`config.mk`:
```
export PLATFORM = sky130hd
export DESIGN_NAME = dac_cmd_spi_master
export DESIGN_NICKNAME = d
export VERILOG_FILES = /design/src/rtl/dacspi_pkg.sv /design/src/rtl/dsm_timer.sv /design/src/rtl/dsm_shifter.sv /design/src/rtl/dsm_sequencer.sv /design/src/rtl/dac_cmd_spi_master.sv
export SDC_FILE = /design/constraint.sdc
export NUM_CORES = 1
export LEC_CHECK = 0
export BUFFER_PORTS_ARGS = -buffer_cell sky130_fd_sc_hd__buf_2
export CAP_MARGIN = 0
export CORE_MARGIN = 4
export CORE_UTILIZATION = 40
export DETAILED_ROUTE_END_ITERATION = 8
export PLACE_DENSITY = 0.62
export SLEW_MARGIN = 25
export SYNTH_ARGS = -nofsm -noshare
export SYNTH_HDL_FRONTEND = slang
export SYNTH_HIERARCHICAL = 1
export SYNTH_SLANG_ARGS = --single-unit
export TNS_END_PERCENT = 100
```
`constraint.sdc`:
```
create_clock -name clk -period 2.1 [get_ports clk]
set_input_delay 0.42 -clock clk [delete_from_list [all_inputs] [get_ports clk]]
set_output_delay 0.42 -clock clk [all_outputs]
set_load 0.05 [all_outputs]
```
`src/rtl/dacspi_pkg.sv`:
```
package dacspi_pkg;

    localparam int CMD_W   = 4;
    localparam int CODE_W  = 10;
    localparam int PAD_W   = 2;
    localparam int FRAME_W = CMD_W + CODE_W + PAD_W;

    typedef struct packed {
        logic [CMD_W-1:0]  cmd;
        logic [CODE_W-1:0] code;
        logic [PAD_W-1:0]  pad;
    } dac_frame_t;

    typedef enum logic [2:0] {
        ST_IDLE,
        ST_SETUP,
        ST_HIGH,
        ST_LOW,
        ST_HOLD,
        ST_GAP
    } link_state_t;

    function automatic int imax(input int a, input int b);
        return (a > b) ? a : b;
    endfunction

    // whole cycles covering a time in ns, never below one
    function automatic int ns_to_cyc(input int ns, input int clk_ps);
        return imax(1, (ns * 1000 + clk_ps - 1) / clk_ps);
    endfunction

    function automatic dac_frame_t make_frame(input logic [CMD_W-1:0] c,
                                              input logic [CODE_W-1:0] d);
        dac_frame_t f;
        f.cmd  = c;
        f.code = d;
        f.pad  = '0;
        return f;
    endfunction

endpackage

```
`src/rtl/dsm_timer.sv`:
```
module dsm_timer #(
    parameter int CNT_W = 8
) (
    input  logic             clk,
    input  logic             rst,
    input  logic             load,
    input  logic [CNT_W-1:0] load_val,
    output logic             zero
);

    logic [CNT_W-1:0] cnt_q;

    always_ff @(posedge clk) begin
        if (rst)
            cnt_q <= '0;
        else if (load)
            cnt_q <= load_val;
        else if (cnt_q != '0)
            cnt_q <= cnt_q - 1'b1;
    end

    assign zero = (cnt_q == '0);

    // a running count steps down by one per cycle
    p_step_down_r4: assert property (@(posedge clk) disable iff (rst)
        (!load && cnt_q != '0) |=> (cnt_q == $past(cnt_q) - 1'b1));

endmodule

```
`src/rtl/dsm_shifter.sv`:
```
module dsm_shifter #(
    parameter int W = 16
) (
    input  logic         clk,
    input  logic         rst,
    input  logic         load,
    input  logic [W-1:0] load_val,
    input  logic         adv,
    output logic         bit_o
);

    logic [W-1:0] sh_q;

    always_ff @(posedge clk) begin
        if (rst)
            sh_q <= '0;
        else if (load)
            sh_q <= load_val;
        else if (adv)
            sh_q <= {sh_q[W-2:0], 1'b0};
    end

    assign bit_o = sh_q[W-1];

endmodule

```
`src/rtl/dsm_sequencer.sv`:
```
module dsm_sequencer
    import dacspi_pkg::*;
#(
    parameter bit IDLE_HIGH = 1'b0,
    parameter int SETUP_C   = 1,
    parameter int HI_C      = 1,
    parameter int LO_C      = 1,
    parameter int HOLD_C    = 1,
    parameter int GAP_C     = 1,
    parameter int CNT_W     = 8,
    parameter int NBITS     = 16
) (
    input  logic             clk,
    input  logic             rst,
    input  logic             req_valid,
    input  logic             tmr_zero,
    output logic             tmr_load,
    output logic [CNT_W-1:0] tmr_val,
    output logic             shift_load,
    output logic             shift_adv,
    output logic             ready_o,
    output logic             done_o,
    output logic             cs_n_o,
    output logic             sclk_o
);

    localparam int FC_W = $clog2(NBITS + 1);

    link_state_t     state_q, state_d;
    logic [FC_W-1:0] falls_q;
    logic            accept;

    always_comb begin
        state_d = state_q;
        accept  = 1'b0;
        case (state_q)
            ST_IDLE:  if (req_valid) begin
                          accept  = 1'b1;
                          state_d = ST_SETUP;
                      end
            ST_SETUP: if (tmr_zero) state_d = ST_HIGH;
            ST_HIGH:  if (tmr_zero) state_d = ST_LOW;
            ST_LOW:   if (tmr_zero) state_d = (falls_q == FC_W'(NBITS)) ? ST_HOLD : ST_HIGH;
            ST_HOLD:  if (tmr_zero) state_d = ST_GAP;
            ST_GAP:   if (tmr_zero) state_d = ST_IDLE;
            default:  state_d = ST_IDLE;
        endcase
    end

    always_comb begin
        case (state_d)
            ST_SETUP: tmr_val = CNT_W'(SETUP_C - 1);
            ST_HIGH:  tmr_val = CNT_W'(HI_C - 1);
            ST_LOW:   tmr_val = CNT_W'(LO_C - 1);
            ST_HOLD:  tmr_val = CNT_W'(HOLD_C - 1);
            ST_GAP:   tmr_val = CNT_W'(GAP_C - 1);
            default:  tmr_val = '0;
        endcase
    end

    assign tmr_load   = (state_d != state_q);
    assign shift_load = accept;
    assign shift_adv  = (state_q == ST_LOW) && (state_d == ST_HIGH);

    always_ff @(posedge clk) begin
        if (rst) begin
            state_q <= ST_IDLE;
            falls_q <= '0;
            ready_o <= 1'b1;
            done_o  <= 1'b0;
            cs_n_o  <= 1'b1;
            sclk_o  <= IDLE_HIGH;
        end else begin
            state_q <= state_d;
            if (accept)
                falls_q <= '0;
            else if (state_q == ST_HIGH && state_d == ST_LOW)
                falls_q <= falls_q + 1'b1;
            ready_o <= (state_d == ST_IDLE);
            done_o  <= (state_q == ST_HOLD) && (state_d == ST_GAP);
            cs_n_o  <= !(state_d inside {ST_SETUP, ST_HIGH, ST_LOW, ST_HOLD});
            case (state_d)
                ST_HIGH: sclk_o <= 1'b1;
                ST_LOW:  sclk_o <= 1'b0;
                default: sclk_o <= IDLE_HIGH;
            endcase
        end
    end

    // no acceptance while the select is asserted
    p_ready_busy_r7: assert property (@(posedge clk) disable iff (rst)
        !cs_n_o |-> !ready_o);

    // completion pulse lines up with select release
    p_done_at_rise_r8: assert property (@(posedge clk) disable iff (rst)
        $rose(cs_n_o) |-> done_o);
    p_done_only_rise_r8: assert property (@(posedge clk) disable iff (rst)
        done_o |-> $rose(cs_n_o));

    // clock parked at its idle level between words
    p_idle_level_r9: assert property (@(posedge clk) disable iff (rst)
        cs_n_o |-> (sclk_o == IDLE_HIGH));

endmodule

```
`src/rtl/dac_cmd_spi_master.sv`:
```
module dac_cmd_spi_master
    import dacspi_pkg::*;
#(
    parameter int CLK_PS    = 5000,
    parameter int T_CSS_NS  = 25,
    parameter int T_CSH_NS  = 50,
    parameter int T_CSW_NS  = 100,
    parameter int T_CH_NS   = 40,
    parameter int T_CL_NS   = 40,
    parameter int T_CP_NS   = 100,
    parameter bit IDLE_HIGH = 1'b0
) (
    input  logic              clk,
    input  logic              rst,
    input  logic              req_valid,
    output logic              req_ready,
    input  logic [CMD_W-1:0]  req_cmd,
    input  logic [CODE_W-1:0] req_code,
    output logic              frame_done,
    output logic              spi_cs_n,
    output logic              spi_sclk,
    output logic              spi_din
);

    localparam int SETUP_C = ns_to_cyc(T_CSS_NS, CLK_PS);
    localparam int HI_C    = ns_to_cyc(T_CH_NS, CLK_PS);
    localparam int LO_C    = imax(ns_to_cyc(T_CL_NS, CLK_PS), ns_to_cyc(T_CP_NS, CLK_PS) - HI_C);
    localparam int HOLD_C  = imax(1, ns_to_cyc(T_CSH_NS, CLK_PS) - LO_C);
    localparam int GAP_C   = ns_to_cyc(T_CSW_NS, CLK_PS);
    localparam int MAX_C   = imax(imax(imax(SETUP_C, HI_C), imax(LO_C, HOLD_C)), GAP_C);
    localparam int CNT_W   = $clog2(MAX_C + 1);
    localparam int RUN_W   = CNT_W + 2;
    localparam int FCK_W   = $clog2(FRAME_W + 1) + 1;

    logic             tmr_load, tmr_zero, shift_load, shift_adv;
    logic [CNT_W-1:0] tmr_val;
    dac_frame_t       frame_w;

    assign frame_w = make_frame(req_cmd, req_code);

    dsm_timer #(.CNT_W(CNT_W)) u_timer (
        .clk      (clk),
        .rst      (rst),
        .load     (tmr_load),
        .load_val (tmr_val),
        .zero     (tmr_zero)
    );

    dsm_shifter #(.W(FRAME_W)) u_shift (
        .clk      (clk),
        .rst      (rst),
        .load     (shift_load),
        .load_val (frame_w),
        .adv      (shift_adv),
        .bit_o    (spi_din)
    );

    dsm_sequencer #(
        .IDLE_HIGH (IDLE_HIGH),
        .SETUP_C   (SETUP_C),
        .HI_C      (HI_C),
        .LO_C      (LO_C),
        .HOLD_C    (HOLD_C),
        .GAP_C     (GAP_C),
        .CNT_W     (CNT_W),
        .NBITS     (FRAME_W)
    ) u_seq (
        .clk        (clk),
        .rst        (rst),
        .req_valid  (req_valid),
        .tmr_zero   (tmr_zero),
        .tmr_load   (tmr_load),
        .tmr_val    (tmr_val),
        .shift_load (shift_load),
        .shift_adv  (shift_adv),
        .ready_o    (req_ready),
        .done_o     (frame_done),
        .cs_n_o     (spi_cs_n),
        .sclk_o     (spi_sclk)
    );

    // pin-level observers for the timing properties
    logic [RUN_W-1:0] hi_run_q, lo_run_q, csh_run_q;
    logic [FCK_W-1:0] fall_cnt_q;
    logic             sclk_d_q;

    always_ff @(posedge clk) begin
        if (rst) begin
            hi_run_q   <= '1;
            lo_run_q   <= '1;
            csh_run_q  <= '1;
            fall_cnt_q <= '0;
            sclk_d_q   <= IDLE_HIGH;
        end else begin
            sclk_d_q  <= spi_sclk;
            hi_run_q  <= !spi_sclk ? '0 : ((hi_run_q == '1) ? hi_run_q : hi_run_q + 1'b1);
            lo_run_q  <= spi_sclk ? '0 : ((lo_run_q == '1) ? lo_run_q : lo_run_q + 1'b1);
            csh_run_q <= !spi_cs_n ? '0 : ((csh_run_q == '1) ? csh_run_q : csh_run_q + 1'b1);
            if (spi_cs_n)
                fall_cnt_q <= '0;
            else if (sclk_d_q && !spi_sclk)
                fall_cnt_q <= fall_cnt_q + 1'b1;
        end
    end

    // data moves only on a rising clock or at select fall
    p_din_quiet_r3: assert property (@(posedge clk) disable iff (rst)
        (!$rose(spi_sclk) && !$fell(spi_cs_n)) |-> $stable(spi_din));

    // clock phase widths
    p_sclk_high_r4: assert property (@(posedge clk) disable iff (rst)
        $fell(spi_sclk) |-> (hi_run_q >= RUN_W'(HI_C)));
    p_sclk_low_r4: assert property (@(posedge clk) disable iff (rst)
        $rose(spi_sclk) |-> (lo_run_q >= RUN_W'(LO_C)));

    // select-high gap before every word
    p_cs_gap_r7: assert property (@(posedge clk) disable iff (rst)
        $fell(spi_cs_n) |-> (csh_run_q >= RUN_W'(GAP_C)));

    // sixteen capture edges per word
    p_frame_len_r9: assert property (@(posedge clk) disable iff (rst)
        $rose(spi_cs_n) |-> (fall_cnt_q == FCK_W'(FRAME_W)));

endmodule

```
### After elaboration in Yosys (flattened, before gate mapping)

Cells that the tools add are included.

| operators by class | value |
|---|---|
| multiplexer cells | 16 |
| eq/ne operators | 12 |
| add/subtract/negate cells | 2 |
| reduce and logical (&&, ||, !) cells | 12 |

Operators by type and width:

| operator | number |
|---|---|
| 16-bit two-way mux | 2 |
| 3-bit two-way mux | 7 |
| 5-bit one-hot mux with 4 select lines | 1 |
| 3-bit one-hot mux with 6 select lines | 1 |
| 3-bit by 2-bit == test with 1-bit output (second input constant) | 4 |
| 3-bit == test (second input constant) | 4 |
| 5-bit two-way mux | 2 |
| 3-bit by 1-bit == test with 1-bit output (second input constant) | 2 |
| 3-bit logical NOT | 2 |
| 5-bit by 1-bit adder with 5-bit output (second input constant) | 1 |
| 5-bit == test (second input constant) | 1 |
| 5-bit logical NOT | 1 |
| 5-bit nonzero test | 1 |
| 5-bit by 1-bit subtractor with 5-bit output (second input constant) | 1 |
| 2-bit nonzero test | 2 |
| 4-bit nonzero test | 1 |
| 1-bit logical AND | 3 |
| 1-bit two-way mux | 3 |
| 3-bit inequality test | 1 |
| 2-bit OR reduction | 1 |
| 1-bit logical NOT | 1 |

| storage, ports and cells | value |
|---|---|
| input port bits | 17 |
| register bits | 31 |

### Depth between registers and ports, before layout

| logic depth | value |
|---|---|
| depth in word-level cells | 8 |
| mapped depth | 10 |
| gate-level depth less buffers | 9 |

### By module

Netlist, hierarchy kept.

Modules (own cells, without submodules):

| module | area each (um2) | sequential area each (um2) | times used | cells each |
|---|---|---|---|---|
| dsm_shifter | 764.5 | 320.3 | 1 | 71 |
| dsm_sequencer | 681.9 | 240.2 | 1 | 85 |
| dsm_timer | 287.8 | 100.1 | 1 | 32 |
| dac_cmd_spi_master | 3.8 | 0.0 | 1 | 1 |

### Least setup slack after synthesis

OpenSTA, ideal clock, no wires.

| path | value |
|---|---|
| kind | register to register |
| start | register u_timer.cnt_q[0] |
| end | register u_timer.cnt_q[1] |
| arrival | 2.124 ns |
| path buffers | 2 |
| setup slack | -0.146 ns |
| stages on the path, launching flop included | 10 |
| cell sequence | dfxtp_1 -> inv_1 -> ha_1 -> nor4b_4 -> buf_2 -> xnor2_1 -> nor3b_1 -> or3_1 -> buf_4 -> a311o_1 |

| between the ends | value |
|---|---|
| longest elaborated chain between the ends | 6 |

Ends and longest elaborated chain:

| what | RTL line | source |
|---|---|---|
| from (decl) | dsm_timer.sv:11 | `logic [CNT_W-1:0] cnt_q;` |
| from (signal assigned) | dsm_timer.sv:17 | `cnt_q <= load_val;` |
| from (signal assigned) | dsm_timer.sv:19 | `cnt_q <= cnt_q - 1'b1;` |
| 5-bit logical NOT * | dsm_timer.sv:22 | `assign zero = (cnt_q == '0);` |
| via tmr_zero | dac_cmd_spi_master.sv:35 | `logic tmr_load, tmr_zero, shift_load, shift_adv;` |
| 3-bit two-way mux (on tied branches) | - |  |
| 3-bit one-hot mux with 6 select lines * | dsm_sequencer.sv:36 | `case (state_q)` |
| 3-bit == test (tied with other cells) | dsm_sequencer.sv:51 | `case (state_d)` |
| 5-bit one-hot mux with 4 select lines * | dsm_sequencer.sv:51 |  |
| via tmr_val[1] | dac_cmd_spi_master.sv:36 | `logic [CNT_W-1:0] tmr_val;` |
| 5-bit two-way mux * | dsm_timer.sv:16 | `else if (load)` |

The timed path passes the listed nets; every way through them passes the cells marked *. The select of a mux whose other input is x is not followed.
A chain may end at the register's enable or synchronous reset.

### Worst setup path after layout

| path | value |
|---|---|
| start | register u_timer.cnt_q[0] |
| end | register u_timer.cnt_q[1] |

| between the ends | value |
|---|---|
| longest elaborated chain between the ends | 6 |

Ends and longest elaborated chain:

| what | RTL line |
|---|---|
| 5-bit logical NOT * | dsm_timer.sv:22 |
| via tmr_zero | dac_cmd_spi_master.sv:35 |
| 3-bit two-way mux (on tied branches) | - |
| 3-bit one-hot mux with 6 select lines * | dsm_sequencer.sv:36 |
| 3-bit == test (tied with other cells) | dsm_sequencer.sv:51 |
| 5-bit one-hot mux with 4 select lines | dsm_sequencer.sv:51 |
| 5-bit two-way mux | dsm_timer.sv:16 |

Marks and branches as above.

==> flow_summary.yaml <==
run_status:
  status: "complete, no violations"
grt:
  grtUsageMet2_pct: 20.47
  grt_pass1_vias: 1269
  grt-busiest-layer: "met2"
  track_usage_pct: 13.74
  antenna_found_initial: 0
  grt-ovfl-total: 0
  grt_max_degree: 20
  gr-usage-met3_pct: 4.104
  met1_usage_pct: 18.82
  grt_pass1_wl_um: 5899
worst_hold_path:
  worstHoldStart: "req_code[9]"
  hp-class: "primary input to flip-flop"
worst_setup_path:
  critical_path_class: "flip-flop to flip-flop"
  worstPathArrival_ns: 2.18
  required_ns: 2.28
  path_buf_inv: 2
  r2r-end: "u_timer/cnt_q[1]$_SDFFE_PP0P_"
  critPathMaxFanout: 8
  slowest_delay_ns: 0.42
  critPathTopFamily: "simple AND/OR/NAND/NOR gates"
  setup.worst_path.start: "u_timer/cnt_q[0]$_SDFFE_PP0P_"
  crit_end: "u_timer/cnt_q[1]$_SDFFE_PP0P_"
  cp.depth: 8
  endpoint_kind: "flip-flop"
  r2r-start: "u_timer/cnt_q[0]$_SDFFE_PP0P_"
  start_kind: "flip-flop"
  crit_chain: "inv_2 -> ha_4 -> nor4b_4 -> buf_6 -> and2_4 -> nor2_1 -> or3_1 -> a311o_1"
  rrSetupSlack_ns: 0.10
  crit_slowest_cell: "or3_1"
  rr_worst_depth: 8
floorplanning:
  chipWidth_um: 73.92
  std_cell_rows: 23
  core_um2: 4086
  ios: 22
  initial_core_util_pct: 42.53
  die-area_um2: 5463
  die_y_um: 73.92
layout:
  nNetsFinal: 236
  diodes: 0
  area_growth_pct: 19.94
  final_area_um2: 2085
  layout-drive-gt1-share_pct: 27.65
  finalNonFillerCells: 267
synth:
  synth_top_area_share_pct: 38.01
  synth_area_um2: 1738
  yosys.cell_count.top_type: "dfxtp_1"
  synthAdderAreaFrac_pct: 2.160
  ys.flop_type: "dfxtp_1"
  synth_top_family_by_area: "simple AND/OR/NAND/NOR gates"
  synthSimpleGateAreaFrac_pct: 22.68
  synth_cells: 189
  synth_common_cells: "33 x dfxtp_1, 16 x mux2i_1, 15 x nor2b_1, 14 x a211oi_1"
  ys_seq_elements: 33
  synth.area.top_cells: "dfxtp_1 38%, mux2i_1 9.2%, a211oi_1 6.0%"
  syn_avg_cell_area_um2: 9.195
  synth_compound_area_share_pct: 18.21
  synth_warnings: 6
  yosys.area_share.xor_xnor_pct: 1.512
  synth.yosys.seq_area_share_pct: 38.01
  synth_top_area_cell: "dfxtp_1"
  yosys.cell_types.count: 45
  muxShareOfSynthArea_pct: 9.215
  synth_edf_count: 0
  async_flop_share_pct: 0
power:
  p_per_area_nw_per_um2: 1306
  p_leak_uw: 0.0007760
  ir_worst_vdd_uv: 487.9
  total_power_uw: 2723
detailed_routing:
  postRouteAntennaNets: 0
  initialDrtViolationCount: 137
  vias: 1385
  drc: 0
  routed_wl_um: 3444
  wl_per_cell_um: 12.90
  first_pass_iters: 4
  viasPerCell: 5.187
run:
  drv_cap: 0
clock_tree:
  cts_buffers: 5
  cts_root_buf: "clkbuf_8"
  cts.sinks: 33
  clk_latency_ns: 0.29
  cts-htree-levels: 2
  cts_tree: "built"
  clockBufferDepth: 2
  path_clk_slew_ns: 0.08
place:
  placed_area_um2: 1936
  placed_cells: 257
  place_ws_ns: 0.04410
  gp_congestion: 0.7487
  hpwl_um: 2392
  io_buffers: 21
sta:
  finalHoldViolations: 0
  finalCritPeriodShare_pct: 95.22
  tightestPinTransition_ns: 0.5725
  min_period_ns: 2.000
  hold_ws_ns: 0.4255
  fin_worst_skew_ns: 0.009764
  setup_viol: 0
  finalMaxSlewViolations: 0
  slew_headroom_pct: 61.79
  clock.fmax_ghz: 0.5001
  finalWorstSetupSlack_ns: 0.1004
area by class of cell:
cell class              instances  area, µm²
inverters                      11      41.29
clock inverters                 3      46.29
multi-input cells             132      987.2
clock buffers                   5      68.82
flip-flops and latches         33      663.1
repair buffers                 33      215.2
fillers                       402       2002
well taps                      50      62.56
routing by layer:
layer  vias up  routed length [µm]
met4         0                  20
met1       644                1679
met3         2                 139
li1        723                   -
met5         -                   0
met2        16                1605
sequential cells by signal, summed over array words and instances (netlist names):
signal         flops
u_shift/sh_q      16
u_seq/falls_q      5
u_seq/done_o       1
u_seq/cs_n_o       1
u_seq/ready_o      1
u_timer/cnt_q      5
u_seq/sclk_o       1
u_seq/state_q      3
metrics by stage:
step	setup TNS, ns	util, %
after floorplan	-0.03391	-
after global routing	-0.001961	51.01
after global placement	0	47.37
final	0	51.01
after detailed placement	0	47.37
after CTS	0	50.18
timing repair:
item | CTS | global route
endpoints found under the setup margin | 0 | 19
setup buffers | 0 | 2
gates resized for setup | 0 | 4
hold buffers | 0 | 0
power by group:
group / switching, µW / total, µW / internal (µW)
logic: 626 / 1200 / 576
registers: 130 / 912 / 782
clock network: 254 / 609 / 355
cell families after synthesis:
logic type | after synthesis
adders and majority gates | 3
xor gates and xnor gates | 3
DFF | 33
other | 1
AOI/OAI and AO/OA | 45
muxes | 16
buffers and inverters | 25
and+or+nand+nor | 63
layout by cell type, fill, tap and decap left out, types with 2 or more instances in the layout:
cell type and count:
a211oi_1 13, a211oi_2 4, a21oi_1 11, a31oi_1 2
buf_2 21, buf_4 9, buf_6 2, clkbuf_8 5
conb_1 2, dfxtp_1 31, dfxtp_2 2, ha_1 2
inv_1 8, inv_2 3, mux2i_1 16, nand2_1 9
nand2b_1 4, nand3_1 3, nor2_1 8, nor2b_1 15
nor3_1 3, o21ai_0 6, or3_1 6, or3b_1 2
xnor2_1 2
how the worst min path moves through the flow:
stage | slack, ns | end | cells past startpoint
after floorplan | 0.45 | u_seq/falls_q[4]$_SDFFE_PP0P_ | 2
after global placement | 0.47 | u_seq/falls_q[4]$_SDFFE_PP0P_ | 2
after detailed placement | 0.48 | u_seq/falls_q[4]$_SDFFE_PP0P_ | 2
after CTS | 0.41 | u_shift/sh_q[14]$_SDFFE_PP0P_ | 3
after global routing | 0.42 | u_shift/sh_q[14]$_SDFFE_PP0P_ | 3
final | 0.43 | u_shift/sh_q[11]$_SDFFE_PP0P_ | 3
worst register-to-register path, stage by stage (launching register included):
cell,delay (ns)
dfxtp_2,0.34
inv_2,0.07
ha_4,0.13
nor4b_4,0.24
buf_6,0.18
and2_4,0.16
nor2_1,0.04
or3_1,0.42
a311o_1,0.32
Power figures use the tool's default switching activity.
